`config.mk`:
```
export PLATFORM = sky130hd
export DESIGN_NAME = sdiv64_unit
export DESIGN_NICKNAME = d
export VERILOG_FILES = /design/src/rtl/sdiv_pkg.sv /design/src/rtl/sdiv_prep.sv /design/src/rtl/sdiv_core.sv /design/src/rtl/sdiv_fixup.sv /design/src/rtl/sdiv64_unit.sv
export SDC_FILE = /design/constraint.sdc
export NUM_CORES = 1
export LEC_CHECK = 0
export ABC_AREA = 1
export BUFFER_PORTS_ARGS = -buffer_cell sky130_fd_sc_hd__clkbuf_2
export CORE_MARGIN = 2
export CORE_UTILIZATION = 40
export DETAILED_ROUTE_END_ITERATION = 8
export PLACE_DENSITY = 0.61
export RECOVER_POWER = 50
export SLEW_MARGIN = 20
export SYNTH_ARGS = -nofsm -noshare
export SYNTH_HDL_FRONTEND = slang
export SYNTH_SLANG_ARGS = --single-unit
```
`constraint.sdc`:
```
create_clock -name clk -period 5.2 [get_ports clk]
set_input_delay 0 -clock clk [delete_from_list [all_inputs] [get_ports clk]]
set_output_delay 0 -clock clk [all_outputs]
set_load 0.01 [all_outputs]
```
`src/rtl/sdiv_pkg.sv`:
```
package sdiv_pkg;

   // Control states of the divide sequencer.
   typedef enum logic [1:0] {
      ST_IDLE = 2'd0,
      ST_RUN  = 2'd1,
      ST_FIX  = 2'd2
   } sdiv_state_e;

endpackage

```
`src/rtl/sdiv_prep.sv`:
```
// Turns the raw operands into sign flags and unsigned magnitudes.
module sdiv_prep #(
   parameter int W = 32
) (
   input  logic           wide,
   input  logic [W-1:0]   lo_word,
   input  logic [W-1:0]   hi_word,
   input  logic [W-1:0]   divisor,
   output logic [2*W-1:0] dvd_mag,
   output logic           dvd_neg,
   output logic [W-1:0]   dvs_mag,
   output logic           dvs_neg,
   output logic           dvs_zero
);
   localparam int DW = 2 * W;

   logic [DW-1:0] dvd_full;

   // Narrow mode sign-extends the low word to the full loop width.
   assign dvd_full = wide ? {hi_word, lo_word} : {{W{lo_word[W-1]}}, lo_word};

   assign dvd_neg  = dvd_full[DW-1];
   assign dvd_mag  = dvd_neg ? (~dvd_full + 1'b1) : dvd_full;

   assign dvs_neg  = divisor[W-1];
   assign dvs_mag  = dvs_neg ? (~divisor + 1'b1) : divisor;
   assign dvs_zero = (divisor == '0);

endmodule

```
`src/rtl/sdiv_core.sv`:
```
// Restoring divider on magnitudes: one quotient bit per clock, 2*W steps.
module sdiv_core #(
   parameter int W = 32
) (
   input  logic           clk,
   input  logic           rst_n,
   input  logic           load,
   input  logic [2*W-1:0] dvd_mag,
   input  logic [W-1:0]   dvs_mag,
   output logic           last,
   output logic [2*W-1:0] q_mag,
   output logic [W-1:0]   r_mag
);
   localparam int DW    = 2 * W;
   localparam int STEPS = DW;
   localparam int CW    = $clog2(STEPS + 1);

   logic [W-1:0]  rem_q;
   logic [DW-1:0] quo_q;
   logic [W-1:0]  dvs_q;
   logic [CW-1:0] cnt_q;
   logic          active_q;

   logic [W:0]    shifted;
   logic          fits;
   logic [W-1:0]  rem_nx;

   assign shifted = {rem_q, quo_q[DW-1]};
   assign fits    = (shifted >= {1'b0, dvs_q});
   assign rem_nx  = fits ? W'(shifted - {1'b0, dvs_q}) : shifted[W-1:0];
   assign last    = active_q && (cnt_q == CW'(STEPS - 1));

   always_ff @(posedge clk or negedge rst_n) begin
      if (!rst_n) begin
         rem_q    <= '0;
         quo_q    <= '0;
         dvs_q    <= '0;
         cnt_q    <= '0;
         active_q <= 1'b0;
      end else if (load) begin
         rem_q    <= '0;
         quo_q    <= dvd_mag;
         dvs_q    <= dvs_mag;
         cnt_q    <= '0;
         active_q <= 1'b1;
      end else if (active_q) begin
         rem_q <= rem_nx;
         quo_q <= {quo_q[DW-2:0], fits};
         cnt_q <= cnt_q + 1'b1;
         if (last) begin
            active_q <= 1'b0;
         end
      end
   end

   assign q_mag = quo_q;
   assign r_mag = rem_q;

endmodule

```
`src/rtl/sdiv_fixup.sv`:
```
// Applies signs, checks the 32-bit signed range, blanks faulted results.
module sdiv_fixup #(
   parameter int W = 32
) (
   input  logic [2*W-1:0] q_mag,
   input  logic [W-1:0]   r_mag,
   input  logic           q_neg,
   input  logic           r_neg,
   input  logic           zero,
   output logic [W-1:0]   quotient,
   output logic [W-1:0]   remainder,
   output logic           ovf
);
   localparam int DW = 2 * W;

   logic hi_any;
   logic top_bit;
   logic low_any;
   logic fault;

   assign hi_any  = |q_mag[DW-1:W];
   assign top_bit = q_mag[W-1];
   assign low_any = |q_mag[W-2:0];

   // A negative quotient may reach magnitude 2^(W-1); a positive one may not.
   assign ovf   = !zero && (hi_any || (q_neg ? (top_bit && low_any) : top_bit));
   assign fault = zero || ovf;

   assign quotient  = fault ? '0 : (q_neg ? (~q_mag[W-1:0] + 1'b1) : q_mag[W-1:0]);
   assign remainder = fault ? '0 : (r_neg ? (~r_mag + 1'b1) : r_mag);

endmodule

```
`src/rtl/sdiv64_unit.sv`:
```
module sdiv64_unit #(
   parameter int W    = 32,
   parameter int SELW = 3
) (
   input  logic            clk,
   input  logic            rst_n,
   input  logic            start,
   input  logic            wide,
   input  logic [W-1:0]    lo_word,
   input  logic [W-1:0]    hi_word,
   input  logic [W-1:0]    divisor,
   input  logic [SELW-1:0] quo_sel,
   input  logic [SELW-1:0] rem_sel,
   output logic            busy,
   output logic            done,
   output logic [W-1:0]    quotient,
   output logic [W-1:0]    remainder,
   output logic            ovf,
   output logic            dz,
   output logic            quo_we,
   output logic            rem_we,
   output logic [SELW-1:0] quo_wsel,
   output logic [SELW-1:0] rem_wsel
);
   import sdiv_pkg::*;

   localparam int DW = 2 * W;

   if (W < 8 || (W % 2) != 0) begin : g_bad_width
      $error("sdiv64_unit: W must be even and at least 8");
   end
   if (SELW < 1) begin : g_bad_sel
      $error("sdiv64_unit: SELW must be at least 1");
   end

   sdiv_state_e   state_q;

   logic [DW-1:0] dvd_mag;
   logic          dvd_neg;
   logic [W-1:0]  dvs_mag;
   logic          dvs_neg;
   logic          dvs_zero;

   logic          accept;
   logic          core_load;
   logic          core_last;
   logic [DW-1:0] q_mag;
   logic [W-1:0]  r_mag;

   logic          q_neg_q;
   logic          r_neg_q;
   logic          zero_q;

   logic [W-1:0]  fx_quo;
   logic [W-1:0]  fx_rem;
   logic          fx_ovf;

   sdiv_prep #(.W(W)) u_prep (
      .wide     (wide),
      .lo_word  (lo_word),
      .hi_word  (hi_word),
      .divisor  (divisor),
      .dvd_mag  (dvd_mag),
      .dvd_neg  (dvd_neg),
      .dvs_mag  (dvs_mag),
      .dvs_neg  (dvs_neg),
      .dvs_zero (dvs_zero)
   );

   assign accept    = start && (state_q == ST_IDLE);
   assign core_load = accept && !dvs_zero;

   sdiv_core #(.W(W)) u_core (
      .clk     (clk),
      .rst_n   (rst_n),
      .load    (core_load),
      .dvd_mag (dvd_mag),
      .dvs_mag (dvs_mag),
      .last    (core_last),
      .q_mag   (q_mag),
      .r_mag   (r_mag)
   );

   sdiv_fixup #(.W(W)) u_fix (
      .q_mag     (q_mag),
      .r_mag     (r_mag),
      .q_neg     (q_neg_q),
      .r_neg     (r_neg_q),
      .zero      (zero_q),
      .quotient  (fx_quo),
      .remainder (fx_rem),
      .ovf       (fx_ovf)
   );

   always_ff @(posedge clk or negedge rst_n) begin
      if (!rst_n) begin
         state_q   <= ST_IDLE;
         q_neg_q   <= 1'b0;
         r_neg_q   <= 1'b0;
         zero_q    <= 1'b0;
         quo_wsel  <= '0;
         rem_wsel  <= '0;
         quotient  <= '0;
         remainder <= '0;
         ovf       <= 1'b0;
         dz        <= 1'b0;
         done      <= 1'b0;
         quo_we    <= 1'b0;
         rem_we    <= 1'b0;
      end else begin
         done   <= 1'b0;
         quo_we <= 1'b0;
         rem_we <= 1'b0;
         unique case (state_q)
            ST_IDLE: begin
               if (start) begin
                  q_neg_q  <= dvd_neg ^ dvs_neg;
                  r_neg_q  <= dvd_neg;
                  zero_q   <= dvs_zero;
                  quo_wsel <= quo_sel;
                  rem_wsel <= rem_sel;
                  ovf      <= 1'b0;
                  dz       <= 1'b0;
                  state_q  <= dvs_zero ? ST_FIX : ST_RUN;
               end
            end
            ST_RUN: begin
               if (core_last) begin
                  state_q <= ST_FIX;
               end
            end
            ST_FIX: begin
               quotient  <= fx_quo;
               remainder <= fx_rem;
               ovf       <= fx_ovf;
               dz        <= zero_q;
               done      <= 1'b1;
               quo_we    <= !fx_ovf && !zero_q;
               rem_we    <= !fx_ovf && !zero_q && (quo_wsel != rem_wsel);
               state_q   <= ST_IDLE;
            end
            default: state_q <= ST_IDLE;
         endcase
      end
   end

   assign busy = (state_q != ST_IDLE);

endmodule

```
==> results.md <==
* Number of antenna violations at the first check in global routing at 0
* Number of enable-type register cells in the synthesized netlist at 0
* Clock latency of the later-clocked register in the worst-skew pair at 0.55 ns
* Sum of internal, switching and leakage power at 3.95 mW
* Total gr overflow at 0
* Largest fanout of any net on the critical path at 125
* Tightest hold margin at 0.0273 ns
* Number of storage elements in the synthesis netlist at 216
* Final design instance area without fill at 0.0194 mm²
* # DRC at 0
* Post-route antenna net violation count at 0
* Total nets after synthesis at 2748
* Count of warnings emitted by yosys at 0
* Resized cells post-CTS at 0
* Count of filler cells inserted in the layout at 4333
* Switching share of power at 26.0%
* Clock period minus final worst setup slack at 3.70 ns
* Setup skew after layout at 0.0137 ns
* Final nets at 2985
* Max-cap violations at 2
* Main flop type after synthesis: sky130_fd_sc_hd__dfrtp_1
* Worst path cell trace: dlygate4sd3_1, clkbuf_2, clkbuf_2
* Placement Rows at 74
* Total global routing track utilization at 28.0%
* Leading post-synthesis cells by instance count: sky130_fd_sc_hd__nand2_1, sky130_fd_sc_hd__inv_1, sky130_fd_sc_hd__nand3_1, sky130_fd_sc_hd__nor2_1, sky130_fd_sc_hd__dfrtp_1
* Sequential share of the synthesized area at 32.9%
* Critical path capture point type: async pin
* P per Cell Area at 203 mW/mm²
* Total CTS buffers at 26
* Routed wire per std cell at 17.7 µm
* Reg clk slew, reported paths at 0.06 ns
* Top cell type's share of synthesized area at 32.9%
* Detailed placer's ending HPWL at 46.2 mm
* Signed area change from the synthesized netlist to the final layout at 18.2%
* Violations in the final reports: capacitance limit, slew limit
* First-pass detailed-route iteration total at 7
* Slowest library cell on the worst path: sky130_fd_sc_hd__clkbuf_2
* Bufs on Longest Clock Path at 3
* Area of combinational cells with multiple inputs at 0.00941 mm²
* Max_slew headroom at -116%
* Post-synthesis cell area at 0.0164 mm²
* TritonCTS Sinks at 216
* Cell type contributing the most total cell area after synthesis: sky130_fd_sc_hd__dfrtp_1
* Setup bufs post-CTS at 0
* Ys async rst share at 100%
* Status: complete, but fails checks
* RSZ-0062 raised after global routing: false
* Proportion of power drawn by combinational gates at 10.4%
* Fmax at 270 MHz
* Layout cells sized above 1 at 6.58%
* Worst path arrival time at 4.14 ns
* Pint at 2.92 mW
* Overall die area at 0.0428 mm²
* Average cell area after synthesis at 6.32 µm²
* Critical path start-end classification: primary input to async pin
* Vias post-DR at 17.6k
* Number of H-tree branching levels at 1
* Via density at 5.20
* Dominant cell type by count on the critical path: sky130_fd_sc_hd__clkbuf_2
* Portion of total power attributed to sequential cells at 42.6%
* Die Width at 207 µm
* Vias in the first global route at 17.0k
* Worst voltage drop across the vdd grid at 0.300 mV
* Maximum single-stage delay on the critical path at 2.25 ns
* Tightest Hold Check Type: primary input to flip-flop
* Part of the total power dissipated in the clock network at 47.0%
* Number of cells produced by synthesis at 2604
* Most frequently used cell type in the post-synthesis netlist: sky130_fd_sc_hd__nand2_1
* Final Hold Vio Count at 0
* Final setup fails at 0
* Initial Utilization at 40.4%
* Sw power at 1.03 mW
* Post-DP Area at 0.0177 mm²
* Diodes inserted at 0
* CP startpoint kind: primary input
* Die Span Y at 207 µm
* Total negative setup slack at 0 ns
* Largest net degree at the start of global routing at 126
* Core footprint at 0.0407 mm²
* Weighted congestion at the end of routability-driven global placement at 0.958
* Static leakage at 10.3 nW
* Clock tree root buffer cell: sky130_fd_sc_hd__clkbuf_16
* Number of I/O port buffers at 181
* Final WL at 59.9 mm
* Required time reported for the critical path endpoint at 5.64 ns
* TritonCTS clock tree: built
* Number of library cell types mapped by synthesis at 43
* FF/Latch Area at 0.00541 mm²
* Global-route wire length before repair at 93.9 mm
* Final period utilization at 71.1%
* Worst-margin pin slew at 3.25 ns
* Number of placed I/O pins at 182
* Hold buffer count at cts at 98
* 1st-iter DRT viols at 1462
* Cells taking the most area after synthesis: sky130_fd_sc_hd__dfrtp_1, sky130_fd_sc_hd__nand2_1, sky130_fd_sc_hd__nand3_1
* Number of slew-limit violations in the final report at 193
-- cells in the final DEF, fill, tap and decap left out, types with 3 or more instances in the layout --
master / instances
sky130_fd_sc_hd__inv_1: 319
sky130_fd_sc_hd__nand3b_1: 16
sky130_fd_sc_hd__nand2_1: 960
sky130_fd_sc_hd__o211ai_1: 27
sky130_fd_sc_hd__and2_1: 3
sky130_fd_sc_hd__clkinvlp_4: 4
sky130_fd_sc_hd__xnor2_1: 19
sky130_fd_sc_hd__nand2_2: 4
sky130_fd_sc_hd__a21oi_1: 33
sky130_fd_sc_hd__o221ai_1: 12
sky130_fd_sc_hd__dfrtp_1: 216
sky130_fd_sc_hd__o31ai_1: 6
sky130_fd_sc_hd__nor2_1: 240
sky130_fd_sc_hd__clkinv_2: 5
sky130_fd_sc_hd__o21ai_0: 120
sky130_fd_sc_hd__clkbuf_16: 26
sky130_fd_sc_hd__o21ai_1: 5
sky130_fd_sc_hd__nand3_1: 300
sky130_fd_sc_hd__clkbuf_1: 82
sky130_fd_sc_hd__nor3_1: 25
sky130_fd_sc_hd__xor2_1: 86
sky130_fd_sc_hd__nor2_2: 7
sky130_fd_sc_hd__ha_1: 37
sky130_fd_sc_hd__bufinv_16: 3
sky130_fd_sc_hd__inv_2: 4
sky130_fd_sc_hd__or2_2: 10
sky130_fd_sc_hd__a31oi_1: 5
sky130_fd_sc_hd__buf_4: 10
sky130_fd_sc_hd__clkbuf_2: 107
sky130_fd_sc_hd__nor4_1: 8
sky130_fd_sc_hd__nand4_1: 40
sky130_fd_sc_hd__dlygate4sd3_1: 98
-- worst paths after layout --
| check | start | endpoint | slack [ns] | cells after the start |
|---|---|---|---|---|
| max in group clk | state_q[0] | u_core.q_mag[4] | 1.68 | 8 |
| min in group asynchronous | rst_n | u_core.dvs_q[25] | 1.07 | 2 |
| max reg2reg | state_q[0] | u_core.q_mag[4] | 1.68 | 8 |
| max | rst_n | u_core.q_mag[41] | 1.50 | 3 |
| min reg2reg | remainder[26] | remainder[26] | 0.48 | 2 |
| min | hi_word[13] | u_core.q_mag[45] | 0.03 | 6 |
-- stage by stage --
stage / instances / worst slack (ns) / util, %
5_1_grt: 3391 / 0.721 / 47.7
4_1_cts: 3391 / 1.98 / 48.0
3_3_place_gp: 3247 / 2.07 / 43.5
2_1_floorplan: 2604 / 3.14 / -
6_report: 3391 / 1.50 / 47.7
3_5_place_dp: 3247 / 2.00 / 43.5
-- kinds of logic (layout without fill, tap and decap cells) --
kind of cell               Yosys count  count (layout)  synth area share, %
xor gates and xnor gates           105             105                 5.59
DFF                                216             216                 32.9
and+or+nand+nor                   1619            1619                 41.0
adders and majority gates           38              38                 2.94
buffers and inverters              409             664                 9.95
AOI/OAI and AO/OA                  217             217                 7.62
-- power groups by stage --
| stage | registers (mW) | logic (mW) | clock network, mW |
|---|---|---|---|
| finish | 1.68 | 0.411 | 1.85 |
| global route | 1.68 | 0.457 | 1.96 |
| floorplan | 1.71 | 0.194 | 0 |
| global placement | 1.71 | 0.349 | 0 |
| detailed placement | 1.71 | 0.351 | 0 |
| CTS | 1.68 | 0.409 | 1.89 |
-- final cells by class --
| cell class | count | area share [%] |
|---|---|---|
| clock buffer | 32 | 3.51 |
| tap | 532 | 3.42 |
| multi-input combinational | 1979 | 48.4 |
| inverter | 326 | 6.30 |
| timing repair buffer | 292 | 9.67 |
| clock inverter | 14 | 0.894 |
| sequential | 216 | 27.8 |
-- flip-flops by register name, indices dropped and copies added, names as in the netlist --
name	cells
q_neg_q	1
done	1
u_core.dvs_q	32
dz	1
u_core.r_mag	32
u_core.cnt_q	7
r_neg_q	1
u_core.active_q	1
quo_we	1
quo_wsel	3
rem_wsel	3
ovf	1
state_q	2
zero_q	1
rem_we	1
u_core.q_mag	64
quotient	32
remainder	32
-- layer usage --
layer	global-route usage [%]	vias up	routed length (µm)
met2	47.7	565	28300
met3	2.92	120	3180
met4	8.94	0	2080
met1	37.5	8199	26300
li1	-	8738	-
met5	0	-	0
-- critical path: cells and delay by family --
| kind | cells | cell delay (ns) |
|---|---|---|
| buffers and inverters | 3 | 4.03 |
Power figures use the tool's default switching activity.
